<file path="config.mk">
export PLATFORM = sky130hd
export DESIGN_NAME = pk_line_engine
export DESIGN_NICKNAME = d
export VERILOG_FILES = /design/src/rtl/pkl_pkg.sv /design/src/rtl/pkl_octant.sv /design/src/rtl/pkl_addr.sv /design/src/rtl/pkl_merge.sv /design/src/rtl/pk_line_engine.sv
export SDC_FILE = /design/constraint.sdc
export NUM_CORES = 1
export LEC_CHECK = 0
export BUFFER_PORTS_ARGS = -buffer_cell sky130_fd_sc_hd__buf_2
export CAP_MARGIN = 10
export CELL_PAD_IN_SITES_DETAIL_PLACEMENT = 1
export CELL_PAD_IN_SITES_GLOBAL_PLACEMENT = 1
export CORE_MARGIN = 1.5
export CORE_UTILIZATION = 35
export DETAILED_ROUTE_END_ITERATION = 12
export GPL_TIMING_DRIVEN = 0
export PLACE_DENSITY = 0.77
export SYNTH_ARGS = -nofsm -noshare
export SYNTH_HDL_FRONTEND = slang
export SYNTH_SLANG_ARGS = --single-unit
</file>
<file path="constraint.sdc">
create_clock -name clk -period 10.6 [get_ports clk]
set_input_delay 2.12 -clock clk [delete_from_list [all_inputs] [get_ports clk]]
set_output_delay 2.12 -clock clk [all_outputs]
set_load 0.03 [all_outputs]
</file>
<file path="src/rtl/pkl_pkg.sv">
package pkl_pkg;
    typedef enum logic [1:0] {
        ST_IDLE  = 2'd0,
        ST_READ  = 2'd1,
        ST_WRITE = 2'd2
    } pkl_state_e;

    localparam logic [1:0] CODE_NONE = 2'd0;
    localparam logic [1:0] CODE_2BPP = 2'd1;
    localparam logic [1:0] CODE_4BPP = 2'd2;
    localparam logic [1:0] CODE_8BPP = 2'd3;
endpackage

</file>
<file path="src/rtl/pkl_octant.sv">
// Classifies a line: major axis, step count, minor length and travel directions.
module pkl_octant #(
    parameter int COORD_W = 10
) (
    input  logic [COORD_W-1:0] xa,
    input  logic [COORD_W-1:0] ya,
    input  logic [COORD_W-1:0] xb,
    input  logic [COORD_W-1:0] yb,
    output logic [COORD_W-1:0] step,
    output logic [COORD_W-1:0] minor_len,
    output logic               x_major,
    output logic               neg_x,
    output logic               neg_y
);
    localparam int DW = COORD_W + 1;

    logic signed [DW-1:0] dx_s, dy_s;
    logic [DW-1:0]        ax_w, ay_w;
    logic [COORD_W-1:0]   ax, ay;

    always_comb begin
        dx_s    = $signed({1'b0, xb}) - $signed({1'b0, xa});
        dy_s    = $signed({1'b0, yb}) - $signed({1'b0, ya});
        ax_w    = dx_s[DW-1] ? DW'(-dx_s) : DW'(dx_s);
        ay_w    = dy_s[DW-1] ? DW'(-dy_s) : DW'(dy_s);
        ax      = ax_w[COORD_W-1:0];
        ay      = ay_w[COORD_W-1:0];
        neg_x   = dx_s[DW-1];
        neg_y   = dy_s[DW-1];
        x_major = (ay < ax);
        step      = x_major ? ax : ay;
        minor_len = x_major ? ay : ax;
    end
endmodule

</file>
<file path="src/rtl/pkl_addr.sv">
// Byte address of a packed pixel.
module pkl_addr #(
    parameter int COORD_W = 10,
    parameter int ADDR_W  = 24
) (
    input  logic [COORD_W-1:0] px,
    input  logic [COORD_W-1:0] py,
    input  logic [COORD_W-1:0] width,
    input  logic [ADDR_W-1:0]  base,
    input  logic [1:0]         code,
    output logic [ADDR_W-1:0]  addr
);
    localparam int IDX_W = 2 * COORD_W + 1;
    localparam int BIT_W = IDX_W + 3;

    logic [IDX_W-1:0] idx;
    logic [BIT_W-1:0] bit_off;
    logic [BIT_W-1:0] byte_off;

    always_comb begin
        idx      = IDX_W'(py) * IDX_W'(width) + IDX_W'(px);
        bit_off  = BIT_W'(idx) << code;
        byte_off = bit_off >> 3;
        addr     = base + ADDR_W'(byte_off);
    end
endmodule

</file>
<file path="src/rtl/pkl_merge.sv">
// Clears the bits of one pixel inside a fetched byte, lowest x in the top bits.
module pkl_merge (
    input  logic [1:0] code,
    input  logic [1:0] x_lo,
    input  logic [7:0] rbyte,
    output logic [7:0] cleared
);
    import pkl_pkg::*;

    logic [2:0] sh;
    logic [7:0] mask;

    always_comb begin
        sh   = 3'd0;
        mask = 8'hFF;
        unique case (code)
            CODE_2BPP: begin
                sh   = {~x_lo, 1'b0};
                mask = 8'h03 << sh;
            end
            CODE_4BPP: begin
                sh   = {~x_lo[0], 2'b00};
                mask = 8'h0F << sh;
            end
            default: begin
                sh   = 3'd0;
                mask = 8'hFF;
            end
        endcase
        cleared = rbyte & ~mask;
    end
endmodule

</file>
<file path="src/rtl/pk_line_engine.sv">
module pk_line_engine #(
    parameter int COORD_W = 10,
    parameter int ADDR_W  = 24
) (
    input  logic               clk,
    input  logic               rst_n,
    input  logic               start,
    input  logic [COORD_W-1:0] x0,
    input  logic [COORD_W-1:0] y0,
    input  logic [COORD_W-1:0] x1,
    input  logic [COORD_W-1:0] y1,
    input  logic [ADDR_W-1:0]  fb_base,
    input  logic [COORD_W-1:0] fb_width,
    input  logic [1:0]         depth_code,
    output logic               busy,
    output logic               done,
    output logic               mem_rd,
    output logic               mem_wr,
    output logic [ADDR_W-1:0]  mem_addr,
    output logic [7:0]         mem_wdata,
    input  logic [7:0]         mem_rdata,
    input  logic               mem_ack
);
    import pkl_pkg::*;

    localparam int ERR_W = COORD_W + 2;

    typedef struct packed {
        pkl_state_e         state;
        logic [COORD_W-1:0] x;
        logic [COORD_W-1:0] y;
        logic [ERR_W-1:0]   err;
        logic [COORD_W-1:0] cnt;
        logic [COORD_W-1:0] step;
        logic [COORD_W-1:0] len;
        logic               xmaj;
        logic               negx;
        logic               negy;
        logic [ADDR_W-1:0]  base;
        logic [COORD_W-1:0] width;
        logic [1:0]         code;
        logic [7:0]         hold;
        logic               busy;
        logic               done;
    } eng_t;

    eng_t q, d;

    // command classification
    logic [COORD_W-1:0] cmd_step, cmd_len;
    logic               cmd_xmaj, cmd_negx, cmd_negy;

    pkl_octant #(.COORD_W(COORD_W)) u_oct (
        .xa(x0), .ya(y0), .xb(x1), .yb(y1),
        .step(cmd_step), .minor_len(cmd_len),
        .x_major(cmd_xmaj), .neg_x(cmd_negx), .neg_y(cmd_negy)
    );

    pkl_addr #(.COORD_W(COORD_W), .ADDR_W(ADDR_W)) u_addr (
        .px(q.x), .py(q.y), .width(q.width), .base(q.base),
        .code(q.code), .addr(mem_addr)
    );

    logic [7:0] cleared_byte;

    pkl_merge u_merge (
        .code(q.code), .x_lo(q.x[1:0]), .rbyte(mem_rdata), .cleared(cleared_byte)
    );

    // stepping arithmetic
    logic signed [ERR_W-1:0] err_sub, err_fix;
    logic                    borrow;
    logic [COORD_W-1:0]      x_adv, y_adv;
    pkl_state_e              pixel_entry;

    always_comb begin
        err_sub     = $signed(q.err) - $signed({2'b00, q.len});
        borrow      = err_sub[ERR_W-1];
        err_fix     = borrow ? (err_sub + $signed({2'b00, q.step})) : err_sub;
        x_adv       = q.negx ? (q.x - 1'b1) : (q.x + 1'b1);
        y_adv       = q.negy ? (q.y - 1'b1) : (q.y + 1'b1);
        pixel_entry = (q.code == CODE_8BPP) ? ST_WRITE : ST_READ;
    end

    always_comb begin
        d      = q;
        d.done = 1'b0;
        unique case (q.state)
            ST_IDLE: begin
                if (start) begin
                    d.x     = x0;
                    d.y     = y0;
                    d.step  = cmd_step;
                    d.len   = cmd_len;
                    d.xmaj  = cmd_xmaj;
                    d.negx  = cmd_negx;
                    d.negy  = cmd_negy;
                    d.base  = fb_base;
                    d.width = fb_width;
                    d.code  = depth_code;
                    d.cnt   = '0;
                    d.err   = ERR_W'(cmd_step >> 1);
                    if ((depth_code == CODE_NONE) || (cmd_step == '0)) begin
                        d.done = 1'b1;
                    end else begin
                        d.busy  = 1'b1;
                        d.state = (depth_code == CODE_8BPP) ? ST_WRITE : ST_READ;
                    end
                end
            end
            ST_READ: begin
                if (mem_ack) begin
                    d.hold  = cleared_byte;
                    d.state = ST_WRITE;
                end
            end
            ST_WRITE: begin
                if (mem_ack) begin
                    if (q.cnt == q.step) begin
                        d.state = ST_IDLE;
                        d.busy  = 1'b0;
                        d.done  = 1'b1;
                    end else begin
                        d.cnt   = q.cnt + 1'b1;
                        d.err   = ERR_W'(err_fix);
                        d.state = pixel_entry;
                        if (q.xmaj) begin
                            d.x = x_adv;
                            if (borrow) d.y = y_adv;
                        end else begin
                            d.y = y_adv;
                            if (borrow) d.x = x_adv;
                        end
                    end
                end
            end
            default: d.state = ST_IDLE;
        endcase
    end

    always_ff @(posedge clk or negedge rst_n) begin
        if (!rst_n) q <= '0;
        else        q <= d;
    end

    logic [1:0] cur_code;
    assign cur_code  = q.code;
    assign busy      = q.busy;
    assign done      = q.done;
    assign mem_rd    = (q.state == ST_READ);
    assign mem_wr    = (q.state == ST_WRITE);
    assign mem_wdata = (q.code == CODE_8BPP) ? 8'hFF : q.hold;
endmodule

</file>
==> flow_summary.yaml, run 1 <==
sta:
  setup_ws_ns: 0.3620
  slew_violations: 0
  hold_viol: 0
  slew_headroom_pct: 17.65
  setup_viol: 0
  worstMarginPinSlew_ns: 1.235
  period_needed_ns: 10.24
  period_share_pct: 96.59
  holdWs_ns: 0.4807
  fmax_mhz: 97.68
  clock_skew_ns: 0.01095
final_layout:
  areaGrowthSynthToFinish_pct: 15.11
  antenna_cells: 0
  final_cell_area_um2: 15370
  fin_util_pct: 40.89
  fin_nets: 2068
  regArea_um2: 2839
  filler_cell_count: 4530
  multi_input_area_um2: 9641
  drive_above_1_share_pct: 12.97
global_routing:
  grt_max_degree: 59
  antenna_found_initial: 0
  grt.total_usage_pct: 22.42
  grt_pass1_wl_um: 68320
  grt_pass1_vias: 13080
  overflow: 0
logic_synthesis:
  ys.flop_type: "dfrtp_1"
  synth.cell_area_um2: 13350
  ys_warn_count: 0
  ys_seq_area_share_pct: 21.18
  synth_edf_count: 0
  async_reset_ff_share_pct: 100.0
  syn_area_per_cell_um2: 8.307
  synth_seq_cells: 113
  synthCells: 1607
  synthDistinctLibCells: 68
  syn_nets: 1930
run:
  maxCapViolations: 0
cts:
  clk_latency_ns: 0.44
  clk_pin_slew_ns: 0.06
  cts.path.max_buffers: 2
  clock-sinks: 113
  htree_levels: 4
  cts-root-buf: "clkbuf_16"
  postCtsHoldBufs: 0
  cts_tree: "built"
  numCtsBuffers: 17
worst_setup_path:
  arrival_ns: 8.12
  regToRegEndpoint: "q[91]$_DFFE_PN0P_"
  critPathMaxStageDelay_ns: 0.57
  rr_worst_depth: 12
  reg2reg_slack_ns: 6.58
  crit_type: "reg -> out"
  critPathCaptureType: "output pin"
  r2r_start: "q[50]$_DFFE_PN0P_"
  required_ns: 8.48
  critical_path.slowest_cell: "o31ai_1"
  cp_max_fo: 10
  startpoint_type: "flip-flop"
floorplan:
  die_x_um: 198.3
  ios: 124
  core-area_um2: 37580
  num_rows: 71
  fp.dieH_um: 198.3
  die_area_um2: 39320
  start_util_pct: 35.52
detailed_routing:
  vias_per_cell: 5.267
  vias: 11950
  drt-wirelength-per-cell_um: 18.69
  remaining_drc_errors: 0
  detail_route.first_pass.iterations: 5
  drt_iter0_markers: 391
  wirelength_um: 42400
  antenna_left: 0
place:
  place_area_um2: 14630
  place_ws_ns: 0.3134
  routabilityCongestion: 0.9041
  port_buffers: 121
  dpl.hpwl_um: 34450
min_path:
  hold_start: "q[9]$_DFFE_PN0P_"
  holdPathStages: 2
  worstHoldEndpoint: "q[9]$_DFFE_PN0P_"
  hold_path_class: "reg -> reg"
status:
  status: "finished clean"
routing by layer:
| metal | vias to the layer above | GRT usage, % | routed length (um) |
|---|---|---|---|
| li1 | 5673 | - | - |
| met1 | 6010 | 27.27 | 18300 |
| met2 | 204 | 40.22 | 21620 |
| met3 | 63 | 3.713 | 1420 |
| met4 | 0 | 6.842 | 1055 |
| met5 | - | 0 | 0 |
through the flow:
stage | setup TNS, ns | instances
CTS | 0 | 2269
global placement | 0 | 2239
detailed placement | 0 | 2240
finish | 0 | 2269
global route | -0.05623 | 2269
floorplan | 0 | 1607
state kept, by name, summed over array words and instances (netlist names):
register / count
q: 109
cur_code: 2
busy: 1
done: 1
logic make-up after synthesis:
| group | Yosys count | share of synthesized area (%) |
|---|---|---|
| and+or+nand+nor | 490 | 16.77 |
| AOI/OAI and AO/OA | 360 | 17.12 |
| buffers and inverters | 248 | 7.011 |
| adders and majority gates | 235 | 26.53 |
| DFF | 113 | 21.18 |
| xor gates and xnor gates | 112 | 7.348 |
| muxes | 49 | 4.049 |
repair_timing:
action / in CTS / in global routing
endpoints found under the setup margin: 2 / 3
setup buffers: 0 / 3
pin swaps: 0 / 5
gates resized for setup: 6 / 64
hold endpoints to repair: 0 / 0
cloned: 0 / 0
critical path: cells and delay by family, from the launching register on:
kind                       cells  cell delay, ns
xor gates and xnor gates       1            0.11
muxes                          1            0.29
and+or+nand+nor                4            0.76
adders and majority gates      7            3.25
buffers and inverters          7            0.68
AOI/OAI and AO/OA             10            2.17
DFF                            1            0.43
placed cells by master, fill, tap and decap left out, types with 16 or more instances in the layout:
cell type  count
xor2_1        43
xnor2_1       68
clkbuf_16     17
clkbuf_1      35
fa_1          80
ha_1         154
dfrtp_1      104
nor2_1        71
inv_1        185
buf_2        125
mux2i_1       42
nand2_1      251
o21ai_0       85
a21o_1        30
nand3_1       17
and2_1        61
a21oi_1      102
a31oi_1       23
nor3_1        16
synth_stat cells, types with 43 or more instances:
| library cell | instances | share of area [%] |
|---|---|---|
| xor2_1 | 43 | 2.8 |
| a21oi_1 | 104 | 3.9 |
| xnor2_1 | 69 | 4.5 |
| fa_1 | 80 | 12 |
| nor2_1 | 71 | 2.0 |
| o21ai_0 | 87 | 3.3 |
| dfrtp_1 | 113 | 21 |
| nand2_1 | 251 | 7.1 |
| ha_1 | 155 | 15 |
| clkbuf_1 | 52 | 1.5 |
| and2_1 | 61 | 2.9 |
| inv_1 | 185 | 5.2 |
worst max path at each step:
| stage | start | end | cells after the start |
|---|---|---|---|
| finish | q[96]$_DFFE_PN0P_ | mem_addr[21] | 30 |
| detailed placement | q[96]$_DFFE_PN0P_ | mem_addr[23] | 30 |
| global route | q[94]$_DFFE_PN0P_ | mem_addr[23] | 31 |
| floorplan | q[91]$_DFFE_PN0P_ | mem_addr[21] | 28 |
| global placement | q[96]$_DFFE_PN0P_ | mem_addr[23] | 30 |
| CTS | q[99]$_DFFE_PN0P_ | mem_addr[23] | 29 |
final cells by class:
type,count,area share (%)
multi-input cells,1246,62.74
flip-flops and latches,113,18.48
inverters,187,4.568
repair buffers,125,4.324
well taps,511,4.161
clock buffers,18,2.793
plain buffers,55,1.620
clock inverters,14,1.319
Power of run 1 is left out: the tool's default activity adds up to more than one toggle a clock period on the data nets, which glitch-free logic cannot reach.
==> run 2: changes to the inputs <==
--- a/config.mk
+++ b/config.mk
@@ -5,15 +5,16 @@
 export SDC_FILE = /design/constraint.sdc
 export NUM_CORES = 1
 export LEC_CHECK = 0
+export ABC_AREA = 1
 export BUFFER_PORTS_ARGS = -buffer_cell sky130_fd_sc_hd__buf_2
 export CAP_MARGIN = 10
 export CELL_PAD_IN_SITES_DETAIL_PLACEMENT = 1
 export CELL_PAD_IN_SITES_GLOBAL_PLACEMENT = 1
 export CORE_MARGIN = 1.5
-export CORE_UTILIZATION = 35
+export CORE_UTILIZATION = 45
 export DETAILED_ROUTE_END_ITERATION = 12
 export GPL_TIMING_DRIVEN = 0
-export PLACE_DENSITY = 0.77
+export PLACE_DENSITY = 0.95
 export SYNTH_ARGS = -nofsm -noshare
 export SYNTH_HDL_FRONTEND = slang
 export SYNTH_SLANG_ARGS = --single-unit
==> run 2 against run 1 <==
Sequential cell count stayed put. Synthesized cell count is 25% higher. Sequential share of layout area is 0.64 points lower. Via count is 26% higher. Global-route usage is 12 points higher. Fmax is 0.20% lower. Critical path type unchanged. Hold slack hardly changed. The flow now finishes with violations (DRC). Final cell count is 13% higher. Highest routed layer unchanged. Clock skew is 0.0056 ns higher. First-iteration DRC count grew to 3.1 times the previous value.
==> flow_summary.yaml, run 2 <==
sta:
  slew_headroom_pct: 39.06
  worstMarginPinSlew_ns: 0.9142
  period_share_pct: 96.78
  fmax_mhz: 97.48
  period_needed_ns: 10.26
  clock_skew_ns: 0.01654
  setup_viol: 0
  hold_viol: 0
  slew_violations: 0
  setup_ws_ns: 0.3414
  holdWs_ns: 0.4810
logic_synthesis:
  ys_seq_area_share_pct: 20.06
  syn_area_per_cell_um2: 7.003
  async_reset_ff_share_pct: 100.0
  synth_top_area_share_pct: 20.06
  synth.cell_area_um2: 14100
  ys_warn_count: 0
  synthTopCellsByArea: "dfrtp_1, nand2_1, ha_1"
  synth_edf_count: 0
  ys.flop_type: "dfrtp_1"
  syn_nets: 2336
  synthDistinctLibCells: 56
  yosys.area.top_type: "dfrtp_1"
  synth_common_cells: "nand2_1, inv_1, ha_1"
  synth_most_common_cell: "nand2_1"
  synthCells: 2013
  synth_seq_cells: 113
global_routing:
  grt_pass1_wl_um: 87080
  grt.total_usage_pct: 34.01
  grt_max_degree: 81
  antenna_found_initial: 1
  grt_pass1_vias: 16980
  overflow: 0
final_layout:
  largest_register_ffs: 109
  layout_common_cells: "nand2_1, inv_1, ha_1, buf_2"
  final_common_cell: "nand2_1"
  areaGrowthSynthToFinish_pct: 12.52
  final_cell_area_um2: 15860
  regMostFlops: "q"
  drive_above_1_share_pct: 11.67
  fin_nets: 2471
worst_setup_path:
  cp_top_family: "adder cells"
  crit_type: "reg -> out"
  rr_worst_depth: 18
  cp_num_buf_inv: 4
  critical_path.slowest_cell: "dfrtp_1"
  critPathMaxStageDelay_ns: 0.68
  critPathCaptureType: "output pin"
  startpoint_type: "flip-flop"
  required_ns: 8.48
  crit_top_cell: "fa_1"
  startpoint: "q[15]$_DFFE_PN0P_"
  worstSetupPathDepth: 29
  arrival_ns: 8.14
  r2r_start: "q[81]$_DFFE_PN0P_"
  cp_max_fo: 11
place:
  dpl.hpwl_um: 39660
  place_area_um2: 15240
  routabilityCongestion: 0.9526
  port_buffers: 123
  place_ws_ns: 0.6729
floorplan:
  fp.dieH_um: 180.0
  core-area_um2: 30750
  die_area_um2: 32400
  start_util_pct: 45.85
  die_x_um: 180.0
  num_rows: 64
  ios: 124
cts:
  cts-root-buf: "clkbuf_16"
  clock-sinks: 113
  numCtsBuffers: 17
  clk_pin_slew_ns: 0.06
  postCtsHoldBufs: 0
  clk_latency_ns: 0.47
  cts.path.max_buffers: 2
  htree_levels: 4
  cts_tree: "built"
detailed_routing:
  remaining_drc_errors: 5
  antenna_left: 0
  drt-wirelength-per-cell_um: 21.94
  vias_per_cell: 5.901
  drt_iter0_markers: 1222
  vias: 15090
  detail_route.first_pass.iterations: 11
  wirelength_um: 56090
min_path:
  holdPathStages: 2
  hold_path_class: "reg -> reg"
  hold_start: "q[34]$_DFFE_PN0P_"
run:
  maxCapViolations: 0
status:
  status: "finished with violations"
  violations: "DRC"
## run 2: cell count changes after synthesis, moves of 18 or more
cell     previous run  this run
inv_1             185       336
nand3_1            17       112
nand2_1           251       591
and2_1             61         2
mux2i_1            42         5
xnor2_1            69        26
nand2_2             0        21
nor2_1             71        91
a21o_1             30        12
## run 2: logic make-up (layout without fill, tap and decap cells)
group	count (synthesis)	count (layout)	share of synthesized area (%)
adder cells (fa/ha/maj)	235	235	25.12
XOR/XNOR	68	68	4.225
multiplexers	5	5	0.3550
AND/OR/NAND/NOR	884	884	26.72
other	0	1	0
flip-flops	113	113	20.06
AO/OA/AOI/OAI	302	302	12.52
buffers and inverters	406	553	11.00
## run 2: tightest hold or removal path, cell delays in order (launching register included)
cell     delay [ns]
dfrtp_1        0.35
nand2_1        0.06
nand2_1        0.05
## run 2: per-stage QoR
step	utilization [%]	TNS [ns]	std cells
final	51.59	0	2557
after global routing	51.59	-0.03463	2557
after CTS	51.60	0	2564
after detailed placement	49.57	0	2533
after global placement	49.46	0	2532
after floorplan	-	0	2013
## run 2: cell type report
class	count	area (um2)
diodes	1	2.502
plain buffers	50	226.5
clock buffers	22	494.2
clock inverters	9	128.9
fillers	4079	14890
inverters	348	1306
multi-input cells	1494	9731
flip-flops and latches	113	2829
well taps	396	495.5
repair buffers	124	649.4
## run 2: final timing paths
kind / to / slack (ns)
worst max-delay path: mem_addr[23] / 0.34
worst min-delay path: q[34]$_DFFE_PN0P_ / 0.48
worst max register to register: q[87]$_DFFE_PN0P_ / 7.18
worst min register to register: q[34]$_DFFE_PN0P_ / 0.48
max in group asynchronous: q[91]$_DFFE_PN0P_ / 8.26
min in group asynchronous: q[85]$_DFFE_PN0P_ / 1.56
## run 2: layer usage
metal  GRT usage (%)  up-vias  routed length, um
met5               0        -                  0
met4           25.56        0               4489
met3           5.592      326               2961
met2           60.73      708              28020
met1           36.13     7373              20630
li1                -     6681                  -
## run 2: timing repair
item / 4_1_cts / 5_1_grt
buffers inserted: 0 / 0
setup endpoints to repair: 0 / 8
resized for setup: 0 / 21
Power of run 2 is left out for the same reason.
